$ cat config.mk
export PLATFORM = sky130hd
export DESIGN_NAME = gpio_irq_ctrl
export DESIGN_NICKNAME = d
export VERILOG_FILES = /design/src/rtl/gpio_irq_pkg.sv /design/src/rtl/gpio_irq_regs.sv /design/src/rtl/gpio_irq_pin.sv /design/src/rtl/gpio_irq_ctrl.sv
export SDC_FILE = /design/constraint.sdc
export NUM_CORES = 1
export LEC_CHECK = 0
export ABC_CLOCK_PERIOD_IN_PS = 1560
export BUFFER_PORTS_ARGS = -buffer_cell sky130_fd_sc_hd__buf_2
export CAP_MARGIN = 20
export CORE_ASPECT_RATIO = 1.1
export CORE_UTILIZATION = 46
export DETAILED_ROUTE_END_ITERATION = 10
export PLACE_DENSITY = 0.77
export SLEW_MARGIN = 20
export SYNTH_ARGS = -nofsm -noshare
export SYNTH_HDL_FRONTEND = slang
export SYNTH_HIERARCHICAL = 1
export SYNTH_SLANG_ARGS = --single-unit
$ cat constraint.sdc
create_clock -name clk -period 1.56 [get_ports clk]
set_input_delay 0.234 -clock clk [delete_from_list [all_inputs] [get_ports clk]]
set_output_delay 0.234 -clock clk [all_outputs]
set_load 0.01 [all_outputs]
$ cat src/rtl/gpio_irq_pkg.sv
// Package: register offsets and address decode shared by the GPIO
// interrupt controller. Assumes byte addresses of at most 16 bits.
package gpio_irq_pkg;

    localparam logic [15:0] OFS_ENABLE = 16'h0030;
    localparam logic [15:0] OFS_MASK   = 16'h0034;
    localparam logic [15:0] OFS_KIND   = 16'h0038;
    localparam logic [15:0] OFS_POLAR  = 16'h003C;
    localparam logic [15:0] OFS_STATUS = 16'h0040;
    localparam logic [15:0] OFS_CLEAR  = 16'h004C;

    typedef enum logic [2:0] {
        SLOT_NONE,
        SLOT_ENABLE,
        SLOT_MASK,
        SLOT_KIND,
        SLOT_POLAR,
        SLOT_STATUS,
        SLOT_CLEAR
    } slot_e;

    // Map a byte address onto a register slot.
    function automatic slot_e decode_slot(input logic [15:0] addr);
        slot_e s;
        case (addr)
            OFS_ENABLE: s = SLOT_ENABLE;
            OFS_MASK:   s = SLOT_MASK;
            OFS_KIND:   s = SLOT_KIND;
            OFS_POLAR:  s = SLOT_POLAR;
            OFS_STATUS: s = SLOT_STATUS;
            OFS_CLEAR:  s = SLOT_CLEAR;
            default:    s = SLOT_NONE;
        endcase
        return s;
    endfunction

endpackage

$ cat src/rtl/gpio_irq_regs.sv
// Register file for the GPIO interrupt controller.
// Holds the enable, mask, trigger-kind and polarity vectors, turns a
// write to the acknowledge offset into a one-cycle clear pulse vector,
// and returns read data combinationally during a selected read.
// Assumes NPINS <= DATA_W and ADDR_W <= 16; a write commits on the
// clock edge that ends the access phase.
module gpio_irq_regs
    import gpio_irq_pkg::*;
#(
    parameter int NPINS  = 8,
    parameter int ADDR_W = 12,
    parameter int DATA_W = 32
) (
    input  logic              clk,
    input  logic              rst_n,
    input  logic              psel,
    input  logic              penable,
    input  logic              pwrite,
    input  logic [ADDR_W-1:0] paddr,
    input  logic [DATA_W-1:0] pwdata,
    input  logic [NPINS-1:0]  status_i,
    output logic [DATA_W-1:0] prdata,
    output logic [NPINS-1:0]  en_o,
    output logic [NPINS-1:0]  mask_o,
    output logic [NPINS-1:0]  kind_o,
    output logic [NPINS-1:0]  polar_o,
    output logic [NPINS-1:0]  ack_o
);

    localparam int PAD_W = 16;

    slot_e             slot;
    logic              wr_go;
    logic [NPINS-1:0]  wval;
    logic [NPINS-1:0]  en_q;
    logic [NPINS-1:0]  mask_q;
    logic [NPINS-1:0]  kind_q;
    logic [NPINS-1:0]  polar_q;

    assign slot  = decode_slot(PAD_W'(paddr));
    assign wr_go = psel && penable && pwrite;
    assign wval  = pwdata[NPINS-1:0];

    if (DATA_W > NPINS) begin : g_spare_bits
        logic unused_wdata_hi;
        assign unused_wdata_hi = ^pwdata[DATA_W-1:NPINS];
    end

    // Configuration registers: load on a write access to their slot.
    always_ff @(posedge clk) begin
        if (!rst_n) begin
            en_q    <= '0;
            mask_q  <= '0;
            kind_q  <= '0;
            polar_q <= '0;
        end else if (wr_go) begin
            case (slot)
                SLOT_ENABLE: en_q    <= wval;
                SLOT_MASK:   mask_q  <= wval;
                SLOT_KIND:   kind_q  <= wval;
                SLOT_POLAR:  polar_q <= wval;
                default:     ;
            endcase
        end
    end

    // Acknowledge pulse: write data of an access to the clear slot.
    always_comb begin
        ack_o = '0;
        if (wr_go && slot == SLOT_CLEAR) ack_o = wval;
    end

    // Read mux: zero outside a selected read and for the clear slot.
    always_comb begin
        prdata = '0;
        if (psel && !pwrite) begin
            case (slot)
                SLOT_ENABLE: prdata[NPINS-1:0] = en_q;
                SLOT_MASK:   prdata[NPINS-1:0] = mask_q;
                SLOT_KIND:   prdata[NPINS-1:0] = kind_q;
                SLOT_POLAR:  prdata[NPINS-1:0] = polar_q;
                SLOT_STATUS: prdata[NPINS-1:0] = status_i;
                default:     prdata = '0;
            endcase
        end
    end

    assign en_o    = en_q;
    assign mask_o  = mask_q;
    assign kind_o  = kind_q;
    assign polar_o = polar_q;

    // the status slot never changes configuration state.
    p_status_write_inert_r11: assert property (@(posedge clk) disable iff (!rst_n)
        (wr_go && slot == SLOT_STATUS) |=> ($stable(en_q) && $stable(mask_q)
                                            && $stable(kind_q) && $stable(polar_q)));

    // an acknowledge pulse only ever comes from a write access.
    p_ack_from_write_r6: assert property (@(posedge clk) disable iff (!rst_n)
        (ack_o != '0) |-> (psel && penable && pwrite));

endmodule

$ cat src/rtl/gpio_irq_pin.sv
// One pin's interrupt cell: edge detector, edge latch, level compare
// and enable/mask gating. Assumes pin_i is already synchronous to clk.
// The latch arms only while the pin is enabled and set to edge mode;
// a new edge outranks a simultaneous acknowledge.
module gpio_irq_pin (
    input  logic clk,
    input  logic rst_n,
    input  logic pin_i,
    input  logic en_i,
    input  logic mask_i,
    input  logic kind_i,
    input  logic polar_i,
    input  logic ack_i,
    output logic irq_o
);

    logic prev_q;
    logic latch_q;
    logic rise;
    logic fall;
    logic hit;
    logic arm;
    logic level_on;
    logic pend;

    assign rise     = pin_i & ~prev_q;
    assign fall     = ~pin_i & prev_q;
    assign hit      = polar_i ? rise : fall;
    assign arm      = hit & en_i & kind_i;
    assign level_on = ~(pin_i ^ polar_i);
    assign pend     = kind_i ? latch_q : level_on;
    assign irq_o    = pend & en_i & ~mask_i;

    // Previous-cycle sample of the pin for edge detection.
    always_ff @(posedge clk) begin
        if (!rst_n) prev_q <= 1'b0;
        else        prev_q <= pin_i;
    end

    // Edge latch: set on a qualifying edge, else clear on acknowledge.
    always_ff @(posedge clk) begin
        if (!rst_n)     latch_q <= 1'b0;
        else if (arm)   latch_q <= 1'b1;
        else if (ack_i) latch_q <= 1'b0;
    end

    // the latch can only rise after an enabled edge-mode cycle.
    p_latch_needs_enable_r7: assert property (@(posedge clk) disable iff (!rst_n)
        $rose(latch_q) |-> $past(en_i && kind_i));

    // without an acknowledge a set latch holds.
    p_latch_holds_r6: assert property (@(posedge clk) disable iff (!rst_n)
        (latch_q && !ack_i) |=> latch_q);

    // an acknowledge with no competing edge clears the latch.
    p_ack_clears_r6: assert property (@(posedge clk) disable iff (!rst_n)
        (ack_i && !arm) |=> !latch_q);

    // a new edge on the acknowledge cycle keeps the latch set.
    p_edge_wins_r10: assert property (@(posedge clk) disable iff (!rst_n)
        (ack_i && arm) |=> latch_q);

endmodule

$ cat src/rtl/gpio_irq_ctrl.sv
// GPIO interrupt controller top: one register file plus one interrupt
// cell per pin, with a combined OR output. Assumes synchronised pins,
// NPINS <= DATA_W and a two-phase bus access.
module gpio_irq_ctrl #(
    parameter int NPINS  = 8,
    parameter int ADDR_W = 12,
    parameter int DATA_W = 32
) (
    input  logic              clk,
    input  logic              rst_n,
    input  logic              psel,
    input  logic              penable,
    input  logic              pwrite,
    input  logic [ADDR_W-1:0] paddr,
    input  logic [DATA_W-1:0] pwdata,
    output logic [DATA_W-1:0] prdata,
    input  logic [NPINS-1:0]  pin_i,
    output logic [NPINS-1:0]  irq_o,
    output logic              irq_any_o
);

    logic [NPINS-1:0] en_w;
    logic [NPINS-1:0] mask_w;
    logic [NPINS-1:0] kind_w;
    logic [NPINS-1:0] polar_w;
    logic [NPINS-1:0] ack_w;
    logic [NPINS-1:0] irq_w;

    gpio_irq_regs #(
        .NPINS (NPINS),
        .ADDR_W(ADDR_W),
        .DATA_W(DATA_W)
    ) u_regs (
        .clk     (clk),
        .rst_n   (rst_n),
        .psel    (psel),
        .penable (penable),
        .pwrite  (pwrite),
        .paddr   (paddr),
        .pwdata  (pwdata),
        .status_i(irq_w),
        .prdata  (prdata),
        .en_o    (en_w),
        .mask_o  (mask_w),
        .kind_o  (kind_w),
        .polar_o (polar_w),
        .ack_o   (ack_w)
    );

    for (genvar i = 0; i < NPINS; i++) begin : g_pin
        gpio_irq_pin u_cell (
            .clk    (clk),
            .rst_n  (rst_n),
            .pin_i  (pin_i[i]),
            .en_i   (en_w[i]),
            .mask_i (mask_w[i]),
            .kind_i (kind_w[i]),
            .polar_i(polar_w[i]),
            .ack_i  (ack_w[i]),
            .irq_o  (irq_w[i])
        );
    end

    assign irq_o     = irq_w;
    assign irq_any_o = |irq_w;

    // no request leaves the block for a disabled or masked pin.
    p_irq_gated_r3: assert property (@(posedge clk) disable iff (!rst_n)
        (irq_w & ~(en_w & ~mask_w)) == '0);

    // the cycle after reset no request is active.
    p_reset_quiet_r1: assert property (@(posedge clk)
        !rst_n |=> (irq_o == '0));

endmodule

== Word-level counts from Yosys, hierarchy flattened ==
Index checks and enable logic that the tools add are counted.
Operators by class
  divide/modulo/power cells: 0
  $mul: 0
  reduce and logical (&&, ||, !) cells: 18
  shifts and indexed selects: 0
  add/sub/neg operators: 0
  equal/unequal tests: 12
  mux-type cells: 36
  bitwise logic cells: 88
  magnitude comparators: 0
Operators by type and width (count)
  $and 1x1->1: 48
  $eq 12x6->1 const B: 4
  $pmux 8 s5: 1
  $mux 1: 32
  $not 1->1: 32
  $eq 12x7->1 const B: 2
  $pmux 3 s6: 1
  $mux 8: 2
  $reduce_bool 2->1: 8
  $eq 3x3->1 const B: 3
  $reduce_and 2->1: 4
  $reduce_or 8->1: 1
  $xor 1x1->1: 8
  $eq 3x2->1 const B: 2
  $logic_and 1x1->1: 4
  $eq 3x1->1 const B: 1
  $logic_not 1->1: 1
Word-level totals
  bits in writable memories: 0
  ROM bits: 0
  bits in latches: 0
  memories kept: 0
  bits in registers: 48
  logic and storage cells: 174
  bits of input ports: 57
  output and inout bits: 41

== Logic depth before layout (Yosys ltp) ==
Gate-level depths: netlist of the first run.
  depth after elaboration: 7
  gate-level depth with buffers: 6

== Cells and area by module ==
The synthesis of the first run kept the hierarchy.
Modules (own cells, without submodules)
  gpio_irq_regs: times used 1, cells each 200, area an instance 1953.1 µm²
  gpio_irq_pin: times used 8, cells each 13, area an instance 110.1 µm²
  gpio_irq_ctrl: times used 1, cells each 3, area an instance 16.3 µm²

== Worst setup path before layout of the first run ==
No wires, ideal clock.
  kind: in2out
  start: input paddr[9]
  end: output prdata[0]
  stages: 3
  slack: -0.083 ns
  path buffers: 0
  arrival: 1.409 ns
  cell sequence: nor4_4 > nand3b_2 > a211oi_1
Between the ends
  cells in the longest elaborated chain, start to end: 5
  elaborated cells on any way between the ends: 14
RTL lines
  from (decl): RTL line gpio_irq_ctrl.sv:14  | input logic [ADDR_W-1:0] paddr,
  $eq 12x7->1 or $eq 12x6->1 (tied branches): RTL line gpio_irq_pkg.sv:25  | case (addr)
  $pmux 3 s6 (*): RTL line gpio_irq_pkg.sv:25
  $eq 3x3->1, or another cell as far along: RTL line gpio_irq_regs.sv:77  | case (slot)
  $pmux 8 s5 (*): RTL line gpio_irq_regs.sv:77
  $mux 8 (*): RTL line gpio_irq_regs.sv:76  | if (psel && !pwrite) begin
  to (decl): RTL line gpio_irq_ctrl.sv:16  | output logic [DATA_W-1:0] prdata,
Mark *: on every way between the ends. The rest lies on a longest branch, timed or not.

== Final worst setup path of the first run ==
  start: register u_regs.polar_q[3], in the netlist u_regs/polar_o[3]
  end: output irq_any_o
Between the ends
  cells in the longest elaborated chain, start to end: 6
RTL lines
  from (decl): RTL line gpio_irq_regs.sv:38  | logic [NPINS-1:0] polar_q;
  from (signal assigned): RTL line gpio_irq_regs.sv:61  | SLOT_POLAR: polar_q <= wval;
  $xor 1x1->1: RTL line gpio_irq_pin.sv:30  | assign level_on = ~(pin_i ^ polar_i);
  $not 1->1: RTL line gpio_irq_pin.sv:30
  $mux 1: RTL line gpio_irq_pin.sv:31  | assign pend = kind_i ? latch_q : level_on;
  $and 1x1->1 (2 in a row): RTL line gpio_irq_pin.sv:32  | assign irq_o = pend & en_i & ~mask_i;
  $reduce_or 8->1: RTL line gpio_irq_ctrl.sv:65  | assign irq_any_o = |irq_w;
  to (decl): RTL line gpio_irq_ctrl.sv:19  | output logic irq_any_o
No other way between the ends.

==> impl_metrics.yaml, run 1 <==
floorplan:
  core_box_area_um2: 5878
  floorplan.die.width_um: 77.05
  die_height_um: 84.56
  num_io_pins: 98
  starting_utilization_of_the_core_area_pct: 48.49
  fp.dieArea_um2: 6515
  placement_rows: 29
detailed_routing:
  detail_route.first_pass.iterations: 4
  remaining_design_rule_violation_count: 0
  count_of_nets_left_with_antenna_violations_after_detail_routing: 0
  wl_per_cell_um: 14.50
  finalWirelength_um: 6845
  detailedRoute.firstIterationViolations: 154
  number_of_vias_per_cell: 5.292
  detailroute.via_count: 2498
yosys:
  yosysSeqAreaShare_pct: 33.71
  synth_edf_count: 0
  synth_largest_area_cell: "sky130_fd_sc_hd__dfxtp_1"
  async_flop_share_pct: 0
  yosysWarnings: 6
  synth_top_cells_by_area: "sky130_fd_sc_hd__dfxtp_1, sky130_fd_sc_hd__mux2i_1, sky130_fd_sc_hd__nand2_1, sky130_fd_sc_hd__buf_4, sky130_fd_sc_hd__mux2_2"
  synthFlopType: "sky130_fd_sc_hd__dfxtp_1"
  postSynthCellCount: 307
  synth_largest_type_area_fraction_pct: 33.71
  mean_area_per_synthesized_cell_um2: 9.284
  synth.ff_latch_count: 48
  synth.lib_cells_used.distinct: 36
  mappedNetlistArea_um2: 2850
global_route:
  grt_start_max_net_pins: 65
  grt_remaining_overflow: 0
  antenna_found_initial: 0
  grt_pass1_vias: 2382
  grtUsageTotal_pct: 21.35
  wire_length_of_the_first_global_routing_pass_um: 11060
critical_path:
  cp_data_required_time_ps: 1330
  timing.critical_path.fanout_max: 3
  crit-reg2reg-capture: "g_pin[7].u_cell/latch_q"
  reg2reg_depth: 4
  r2r_slack_ps: 630
  critical_path_start_type: "register"
  crit_path_end_kind: "output port"
  ff_to_ff_start: "u_regs/polar_o[7]"
  crit_arrival_ps: 1670
  worst_setup_path_type: "register to output port"
timing:
  slew_at_the_pin_closest_to_its_max_slew_limit_ps: 574.8
  fin_ws_ps: -345.1
  worst_clock_skew_on_the_final_layout_ps: 11.88
  setup_viol: 14
  worst_slew_margin_rel_pct: 61.68
  fmax_ghz: 0.5249
  fin_crit_ps: 1905
  timing.final.hold_violations: 0
  hold_ws_ps: 199.7
  min_period_over_period_pct: 122.1
  maxSlewViolCount: 0
  unrepaired_setup_endpoints_after_global_routing: "true"
clocking:
  cts_root_buf: "sky130_fd_sc_hd__clkbuf_8"
  clkLatencyLatePin_ps: 300
  cts_sinks: 48
  cts_max_path_buffers: 2
  tritoncts: "done"
  clk_transition_reported_paths_ps: 90
  cts-buffers-inserted: 5
  htree_levels: 2
  number_of_hold_buffers_added_after_cts: 0
final_layout:
  final_cell_area_um2: 3671
  fill_cells: 510
  multi_input_comb_area_um2: 1862
  area_growth_syn_to_layout_pct: 28.80
  final-instance-count-excl-fill: 472
  drive_above_1_share_pct: 41.52
  utilization_after_layout_pct: 62.45
  antennaDiodeCount: 0
  seqCellArea_um2: 970.9
  layout.nets: 451
place:
  place.detailed.hpwl_um: 4733
  gp_congestion: 0.8375
  placement.cell_area_um2: 3381
  post-place-ws_ps: -123.3
  port_buffers: 49
  dp_cells: 464
power:
  power.density_cell_area_nw_per_um2: 619.3
  p_leak_nw: 1.767
  vdd_drop_max_mv: 0.4594
hold_path:
  worstHoldPathCells: 2
  hold_path_startpoint: "pin_i[6]"
  min_delay_worst_endpoint: "g_pin[6].u_cell/prev_q"
  worstHoldPathType: "input port to register"
status:
  violations: "negative setup slack"
  status: "finished, violations left"
flow_run:
  cap_viol_max_count: 0
-- cell usage in the layout, fill, tap and decap left out, types with 2 or more instances in the layout --
cell type	netlist	layout
sky130_fd_sc_hd__a211oi_2	0	6
sky130_fd_sc_hd__a21oi_1	9	8
sky130_fd_sc_hd__a22oi_1	6	6
sky130_fd_sc_hd__and2_1	8	8
sky130_fd_sc_hd__and2_2	8	8
sky130_fd_sc_hd__and3b_2	0	8
sky130_fd_sc_hd__and4b_1	3	3
sky130_fd_sc_hd__buf_2	3	41
sky130_fd_sc_hd__buf_4	24	31
sky130_fd_sc_hd__buf_6	0	17
sky130_fd_sc_hd__clkbuf_8	0	6
sky130_fd_sc_hd__clkinv_2	0	2
sky130_fd_sc_hd__conb_1	1	24
sky130_fd_sc_hd__dfxtp_1	48	40
sky130_fd_sc_hd__dfxtp_2	0	8
sky130_fd_sc_hd__mux2_2	12	12
sky130_fd_sc_hd__mux2i_1	32	32
sky130_fd_sc_hd__mux4_2	2	2
sky130_fd_sc_hd__nand2_1	49	49
sky130_fd_sc_hd__nand3_1	14	8
sky130_fd_sc_hd__nand3_2	0	6
sky130_fd_sc_hd__nand3b_1	8	8
sky130_fd_sc_hd__nand4_4	4	4
sky130_fd_sc_hd__nor2b_1	8	8
sky130_fd_sc_hd__nor3_2	0	2
sky130_fd_sc_hd__nor3b_1	8	8
sky130_fd_sc_hd__nor4_2	0	2
sky130_fd_sc_hd__o21ai_1	16	16
sky130_fd_sc_hd__xor2_1	8	8
-- Yosys cell counts (8+ instances only) --
| cell | n |
|---|---|
| sky130_fd_sc_hd__nor2b_1 | 8 |
| sky130_fd_sc_hd__nand2_1 | 49 |
| sky130_fd_sc_hd__nand3_1 | 14 |
| sky130_fd_sc_hd__o21ai_1 | 16 |
| sky130_fd_sc_hd__mux2_2 | 12 |
| sky130_fd_sc_hd__dfxtp_1 | 48 |
| sky130_fd_sc_hd__nand3b_1 | 8 |
| sky130_fd_sc_hd__and2_2 | 8 |
| sky130_fd_sc_hd__and3b_1 | 9 |
| sky130_fd_sc_hd__a21oi_1 | 9 |
| sky130_fd_sc_hd__mux2i_1 | 32 |
| sky130_fd_sc_hd__buf_4 | 24 |
| sky130_fd_sc_hd__xor2_1 | 8 |
| sky130_fd_sc_hd__and2_1 | 8 |
| sky130_fd_sc_hd__nor3b_1 | 8 |
-- kinds of logic (layout without fill, tap and decap cells) --
family,after synthesis,in the layout,share of synthesized area [%]
and+or+nand+nor,132,132,30.33
DFF,48,48,33.71
muxes,46,46,17.56
AOI/OAI and AO/OA,39,39,8.165
buffers and inverters,33,98,7.638
xor gates and xnor gates,8,8,2.458
other,1,24,0.1316
-- power breakdown --
part | total (W) | leakage [nW] | internal [W] | switching (W)
registers | 0.00124 | 0.393 | 0.00123 | 0.00000456
clock network | 0.000767 | 0.0510 | 0.000355 | 0.000413
logic | 0.000267 | 1.32 | 0.000110 | 0.000156
-- metal layers --
| metal | wire, um | vias up | GRT usage (%) |
|---|---|---|---|
| met5 | 0 | - | 0 |
| met4 | 109 | 0 | 9.434 |
| met3 | 367 | 12 | 4.239 |
| met2 | 3337 | 89 | 34.98 |
| met1 | 3031 | 1166 | 27.16 |
| li1 | - | 1231 | - |
-- registers in the layout, summed over array words and instances, names as in the netlist --
name	flops
u_regs/kind_o	8
g_pin.u_cell/prev_q	8
u_regs/en_o	8
u_regs/mask_o	8
g_pin.u_cell/latch_q	8
u_regs/polar_o	8
-- worst max path at each step --
stage / startpoint / to / slack, ps / cells after the start
after floorplan: paddr[9] / prdata[0] / -80 / 3
after global placement: pin_i[3] / prdata[3] / -110 / 7
after detailed placement: pin_i[3] / prdata[3] / -120 / 7
after CTS: u_regs/polar_o[7] / irq_any_o / -310 / 6
after global routing: u_regs/polar_o[3] / irq_any_o / -400 / 7
final: u_regs/polar_o[3] / irq_any_o / -350 / 7
-- per-stage QoR --
step | setup TNS [ps] | power [W]
2_1_floorplan | -747.3 | 0.001447
3_5_place_dp | -1075 | 0.001526
6_report | -2489 | 0.002273
3_3_place_gp | -852.8 | 0.001519
5_1_grt | -3655 | 0.002372
4_1_cts | -2568 | 0.002278
-- layout make-up --
type / count / area share, %
Tap cell: 77 / 2.624
Sequential cell: 48 / 26.45
Multi-Input combinational cell: 249 / 50.72
Timing Repair Buffer: 90 / 17.69
Clock buffer: 6 / 2.249
Clock inverter: 2 / 0.2727
-- what timing repair did --
action,CTS,global route
setup buffers,4,4
setup endpoints to repair,16,17
gates resized for setup,38,18
pin swaps,4,5
-- worst max-delay path, cell delays in order, from the launching register on --
cell	delay, ps
sky130_fd_sc_hd__dfxtp_2	350
sky130_fd_sc_hd__xor2_1	130
sky130_fd_sc_hd__o21ai_1	80
sky130_fd_sc_hd__and3b_2	240
sky130_fd_sc_hd__buf_6	130
sky130_fd_sc_hd__nor4_2	200
sky130_fd_sc_hd__nand2_1	100
sky130_fd_sc_hd__buf_2	150
(Power assumes the default switching activity.)
==> inputs of run 2 (changes only) <==
Settings changed: CORE_MARGIN set to 2.
==> run 2 against run 1 <==
The run still ends with negative setup slack left; clock power down 0.5%; global-route usage down 1.6 points; clock skew down 9.8 ps; register-to-register slack worse by 50 ps; critical path type unchanged.
==> impl_metrics.yaml, run 2 (synthesis gave the netlist of run 1 again) <==
status:
  status: "finished, violations left"
  violations: "negative setup slack"
final_layout:
  antennaDiodeCount: 0
  area_growth_syn_to_layout_pct: 28.18
  drive_above_1_share_pct: 39.19
  layout.cells.most_common: "sky130_fd_sc_hd__nand2_1"
  seqCellArea_um2: 970.9
  multi_input_comb_area_um2: 1844
  layout.nets: 449
  commonest_cells_after_routing_fill_and_taps_aside: "sky130_fd_sc_hd__nand2_1, sky130_fd_sc_hd__buf_2, sky130_fd_sc_hd__dfxtp_1"
  fill_cells: 507
  final-instance-count-excl-fill: 473
clocking:
  cts-buffers-inserted: 5
  htree_levels: 2
  cts_sinks: 48
  cts_root_buf: "sky130_fd_sc_hd__clkbuf_8"
  tritoncts: "done"
  cts_max_path_buffers: 2
  clkLatencyLatePin_ps: 300
  clk_transition_reported_paths_ps: 80
floorplan:
  die_height_um: 86.56
  placement_rows: 30
  fp.dieArea_um2: 6842
  starting_utilization_of_the_core_area_pct: 46.87
  floorplan.die.width_um: 79.05
  core_box_area_um2: 6081
  num_io_pins: 98
timing:
  setup_viol: 15
  fmax_ghz: 0.5137
  totalNegativeSetupSlack_ps: -2942
  unrepaired_setup_endpoints_after_global_routing: "true"
  maxSlewViolCount: 0
  fin_ws_ps: -386.8
  worst_clock_skew_on_the_final_layout_ps: 2.122
  min_period_over_period_pct: 124.8
  timing.final.hold_violations: 0
  fin_crit_ps: 1947
place:
  place.detailed.hpwl_um: 4701
  dp_cells: 460
  gp_congestion: 0.7737
  port_buffers: 49
detailed_routing:
  remaining_design_rule_violation_count: 0
  number_of_vias_per_cell: 5.110
  detailroute.via_count: 2417
  detailedRoute.firstIterationViolations: 137
  finalWirelength_um: 6736
  count_of_nets_left_with_antenna_violations_after_detail_routing: 0
  wl_per_cell_um: 14.24
  detail_route.first_pass.iterations: 4
power:
  power.total_w: 0.002263
  vdd_drop_max_mv: 0.4565
  p_leak_nw: 1.760
  power.density_cell_area_nw_per_um2: 619.5
global_route:
  grtUsageTotal_pct: 19.76
  antenna_found_initial: 0
  grt_pass1_vias: 2270
  wire_length_of_the_first_global_routing_pass_um: 10550
  grt_start_max_net_pins: 65
  grt_remaining_overflow: 0
flow_run:
  cap_viol_max_count: 0
critical_path:
  crit_path_end_kind: "output port"
  crit_arrival_ps: 1710
  worst_setup_path_type: "register to output port"
  cp_data_required_time_ps: 1330
  critical_path_start_type: "register"
  timing.critical_path.fanout_max: 2
hold_path:
  worstHoldPathType: "input port to register"
[run 2: cell count changes in the layout (fill, tap and decap cells not counted), moves of 2 or more]
cell / change
sky130_fd_sc_hd__nor4_2: -2
sky130_fd_sc_hd__nand3_1: +2
sky130_fd_sc_hd__clkbuf_1: +2
sky130_fd_sc_hd__nand3_2: -2
sky130_fd_sc_hd__buf_4: -5
sky130_fd_sc_hd__clkinv_2: -2
[run 2: final cells by class]
| type | instances | share of cell area [%] |
|---|---|---|
| multi-input combinational | 249 | 50.48 |
| sequential | 48 | 26.58 |
| clock buffer | 8 | 2.466 |
| tap | 80 | 2.740 |
| timing repair buffer | 88 | 17.74 |
[run 2: final timing paths]
kind | depth (start not counted) | start | slack [ps] | to
setup / recovery | 7 | u_regs/polar_o[4] | -390 | prdata[4]
hold / removal | 2 | pin_i[0] | 190 | g_pin[0].u_cell/prev_q
setup reg to reg | 5 | u_regs/polar_o[4] | 580 | g_pin[4].u_cell/latch_q
hold reg to reg | 2 | u_regs/mask_o[2] | 480 | u_regs/mask_o[2]
[run 2: layer usage]
layer  vias up  share of wire (%)  track usage (%)
met1      1125                 45            25.29
met3         5                5.0            4.792
met4         0               0.83            6.113
li1       1225                  -                -
met5         -                  0                0
met2        62                 49            32.97
[run 2: stage by stage]
stage / setup WS, ps / hold slack (ps) / cell area (um^2) / util, %
finish: -386.8 / 194.6 / 3654 / 60.08
global route: -422.1 / 198.0 / 3654 / 60.08
CTS: -354.7 / 181.5 / 3600 / 59.20
detailed placement: -117.9 / 464.0 / 3344 / 55.00
global placement: -93.59 / 452.3 / 3344 / 55.00
floorplan: -82.87 / 370.2 / 2937 / -
[run 2: timing repair]
item	in CTS	in global routing
hold buffers	0	0
setup endpoints to repair	16	17
pin swaps	2	1
cloned	0	0
resized for setup	39	12
buffers inserted	6	7
[run 2: critical path, cell delays in order (launching register included)]
cell and delay (ps):
sky130_fd_sc_hd__dfxtp_2 340, sky130_fd_sc_hd__xor2_1 130, sky130_fd_sc_hd__o21ai_1 150, sky130_fd_sc_hd__and3b_2 240, sky130_fd_sc_hd__buf_4 120, sky130_fd_sc_hd__a32oi_2 80, sky130_fd_sc_hd__nor3_2 170, sky130_fd_sc_hd__buf_2 170
[run 2: where the power goes]
part           total [W]  switching [W]  leakage, nW  internal (W)
sequential       0.00124     0.00000463        0.393       0.00123
combinational   0.000261       0.000154         1.32      0.000108
clock           0.000763       0.000401       0.0455      0.000362
total            0.00226       0.000559         1.76       0.00170
==> inputs of run 3 (changes only) <==
Settings changed: SKIP_LAST_GASP set to 1.
==> run 3 against run 2 <==
The flow still finishes with violations (negative setup slack); setup slack improved by 75 ps; wire length is 2.0% lower; sequential cell count stayed put; sequential share of layout area increased by 0.082 points; largest power group unchanged; die area is the same; first-iteration DRC count is 3.6% lower; count of clock-buffer cells in the layout stayed put; design area shrank 0.31%; utilization down 0.19 points; power fell by 0.19%; global-route usage shrank 0.18 points; clock power about the same.
==> impl_metrics.yaml, run 3 (synthesis gave the netlist of run 1 again) <==
final_layout:
  multi_input_comb_area_um2: 1829
  antennaDiodeCount: 0
  layout.nets: 450
  drive_above_1_share_pct: 38.58
  area_growth_syn_to_layout_pct: 27.79
  layout.cells.most_common: "sky130_fd_sc_hd__nand2_1"
  seqCellArea_um2: 970.9
  fill_cells: 510
  commonest_cells_after_routing_fill_and_taps_aside: "sky130_fd_sc_hd__nand2_1, sky130_fd_sc_hd__buf_2, sky130_fd_sc_hd__dfxtp_1"
  final-instance-count-excl-fill: 474
floorplan:
  fp.dieArea_um2: 6842
  num_io_pins: 98
  starting_utilization_of_the_core_area_pct: 46.87
  core_box_area_um2: 6081
  die_height_um: 86.56
  floorplan.die.width_um: 79.05
  placement_rows: 30
global_route:
  grtUsageTotal_pct: 19.58
  grt_pass1_vias: 2280
  grt_remaining_overflow: 0
  grt_start_max_net_pins: 65
  wire_length_of_the_first_global_routing_pass_um: 10470
  gr-usage-met3_pct: 4.792
  grt_util_met1_pct: 24.97
  grt.met2_usage_pct: 32.74
  antenna_found_initial: 0
  grt-busiest-layer: "met2"
detailed_routing:
  remaining_design_rule_violation_count: 0
  wl_per_cell_um: 13.92
  finalWirelength_um: 6600
  detail_route.first_pass.iterations: 4
  count_of_nets_left_with_antenna_violations_after_detail_routing: 0
  detailedRoute.firstIterationViolations: 132
  number_of_vias_per_cell: 5.086
  detailroute.via_count: 2411
power:
  power_switching_share_pct: 24.56
  total_net_switching_power_w: 0.0005549
  cell_internal_pwr_w: 0.001704
  vdd_drop_max_mv: 0.4526
  p_leak_nw: 1.764
  power.share.combinational_pct: 11.5
  power.density_cell_area_nw_per_um2: 620.3
  power.clock.fraction_pct: 33.6
  seq_power_share_pct: 54.9
status:
  status: "finished, violations left"
  violations: "negative setup slack"
timing:
  unrepaired_setup_endpoints_after_global_routing: "true"
  maxSlewViolCount: 0
  fin_ws_ps: -311.7
  timing.final.hold_violations: 0
  totalNegativeSetupSlack_ps: -2814
  fin_crit_ps: 1872
  worst_clock_skew_on_the_final_layout_ps: 2.193
  fmax_ghz: 0.5343
  min_period_over_period_pct: 120.0
  setup_viol: 13
critical_path:
  cp_data_required_time_ps: 1330
  crit-reg2reg-capture: "g_pin[4].u_cell/latch_q"
  timing.critical_path.fanout_max: 3
  reg2reg_depth: 5
  crit_arrival_ps: 1640
  crit_path_end_kind: "output port"
  r2r_slack_ps: 560
  critical_path_start_type: "register"
  worst_setup_path_type: "register to output port"
  ff_to_ff_start: "u_regs/polar_o[4]"
clocking:
  cts_root_buf: "sky130_fd_sc_hd__clkbuf_8"
  clkLatencyLatePin_ps: 300
  cts-buffers-inserted: 5
  tritoncts: "done"
  cts_max_path_buffers: 2
  cts_sinks: 48
  htree_levels: 2
  clk_transition_reported_paths_ps: 80
  number_of_hold_buffers_added_after_cts: 0
hold_path:
  min_delay_worst_endpoint: "g_pin[0].u_cell/prev_q"
  hold_path_startpoint: "pin_i[0]"
  worstHoldPathCells: 2
  worstHoldPathType: "input port to register"
place:
  port_buffers: 49
  post-place-ws_ps: -117.9
  gp_congestion: 0.7737
  dp_cells: 460
  place.detailed.hpwl_um: 4701
flow_run:
  cap_viol_max_count: 0
run 3: area by class of cell:
cell class	instances	share of cell area, %
multi-input combinational	249	50.22
clock buffer	8	2.473
timing repair buffer	89	17.90
sequential	48	26.66
tap	80	2.748
run 3: worst max-delay path by stage:
stage / start / endpoint
2_1_floorplan: paddr[9] / prdata[0]
3_3_place_gp: paddr[2] / prdata[2]
3_5_place_dp: pin_i[5] / prdata[5]
4_1_cts: u_regs/polar_o[7] / irq_any_o
5_1_grt: u_regs/polar_o[1] / irq_any_o
6_report: u_regs/polar_o[7] / prdata[7]
run 3: critical path, cell delays in order, from the launching register on:
cell                       delay [ps]
sky130_fd_sc_hd__dfxtp_2          330
sky130_fd_sc_hd__xor2_1           160
sky130_fd_sc_hd__o21ai_1          120
sky130_fd_sc_hd__and3b_2          250
sky130_fd_sc_hd__nand3_1          100
sky130_fd_sc_hd__a211oi_2         220
sky130_fd_sc_hd__buf_2            170
run 3: power groups by stage:
stage          logic [W]  registers (W)  clock network, W
2_1_floorplan   0.000180        0.00127                 0
6_report        0.000260        0.00124          0.000760
5_1_grt         0.000285        0.00124          0.000829
3_3_place_gp    0.000250        0.00127                 0
3_5_place_dp    0.000255        0.00127                 0
4_1_cts         0.000258        0.00124          0.000800
run 3: what timing repair did:
action                     4_1_cts  5_1_grt
pin swaps                        2        2
buffers inserted                 6        6
setup endpoints to repair       16       17
resized for setup               35       10
run 3: layer usage:
| metal | vias up | share of wire (%) |
|---|---|---|
| li1 | 1225 | - |
| met1 | 1117 | 45 |
| met2 | 62 | 49 |
| met3 | 7 | 4.9 |
| met4 | 0 | 1.1 |
| met5 | - | 0 |
run 3: through the flow:
step           total power [W]  cell area, um^2  hold slack (ps)  utilization [%]
2_1_floorplan         0.001447             2937            370.2                -
3_3_place_gp          0.001517             3344            452.3            55.00
3_5_place_dp          0.001524             3344            464.0            55.00
4_1_cts               0.002297             3580            181.5            58.87
5_1_grt               0.002355             3642            198.0            59.90
6_report              0.002259             3642            194.6            59.90
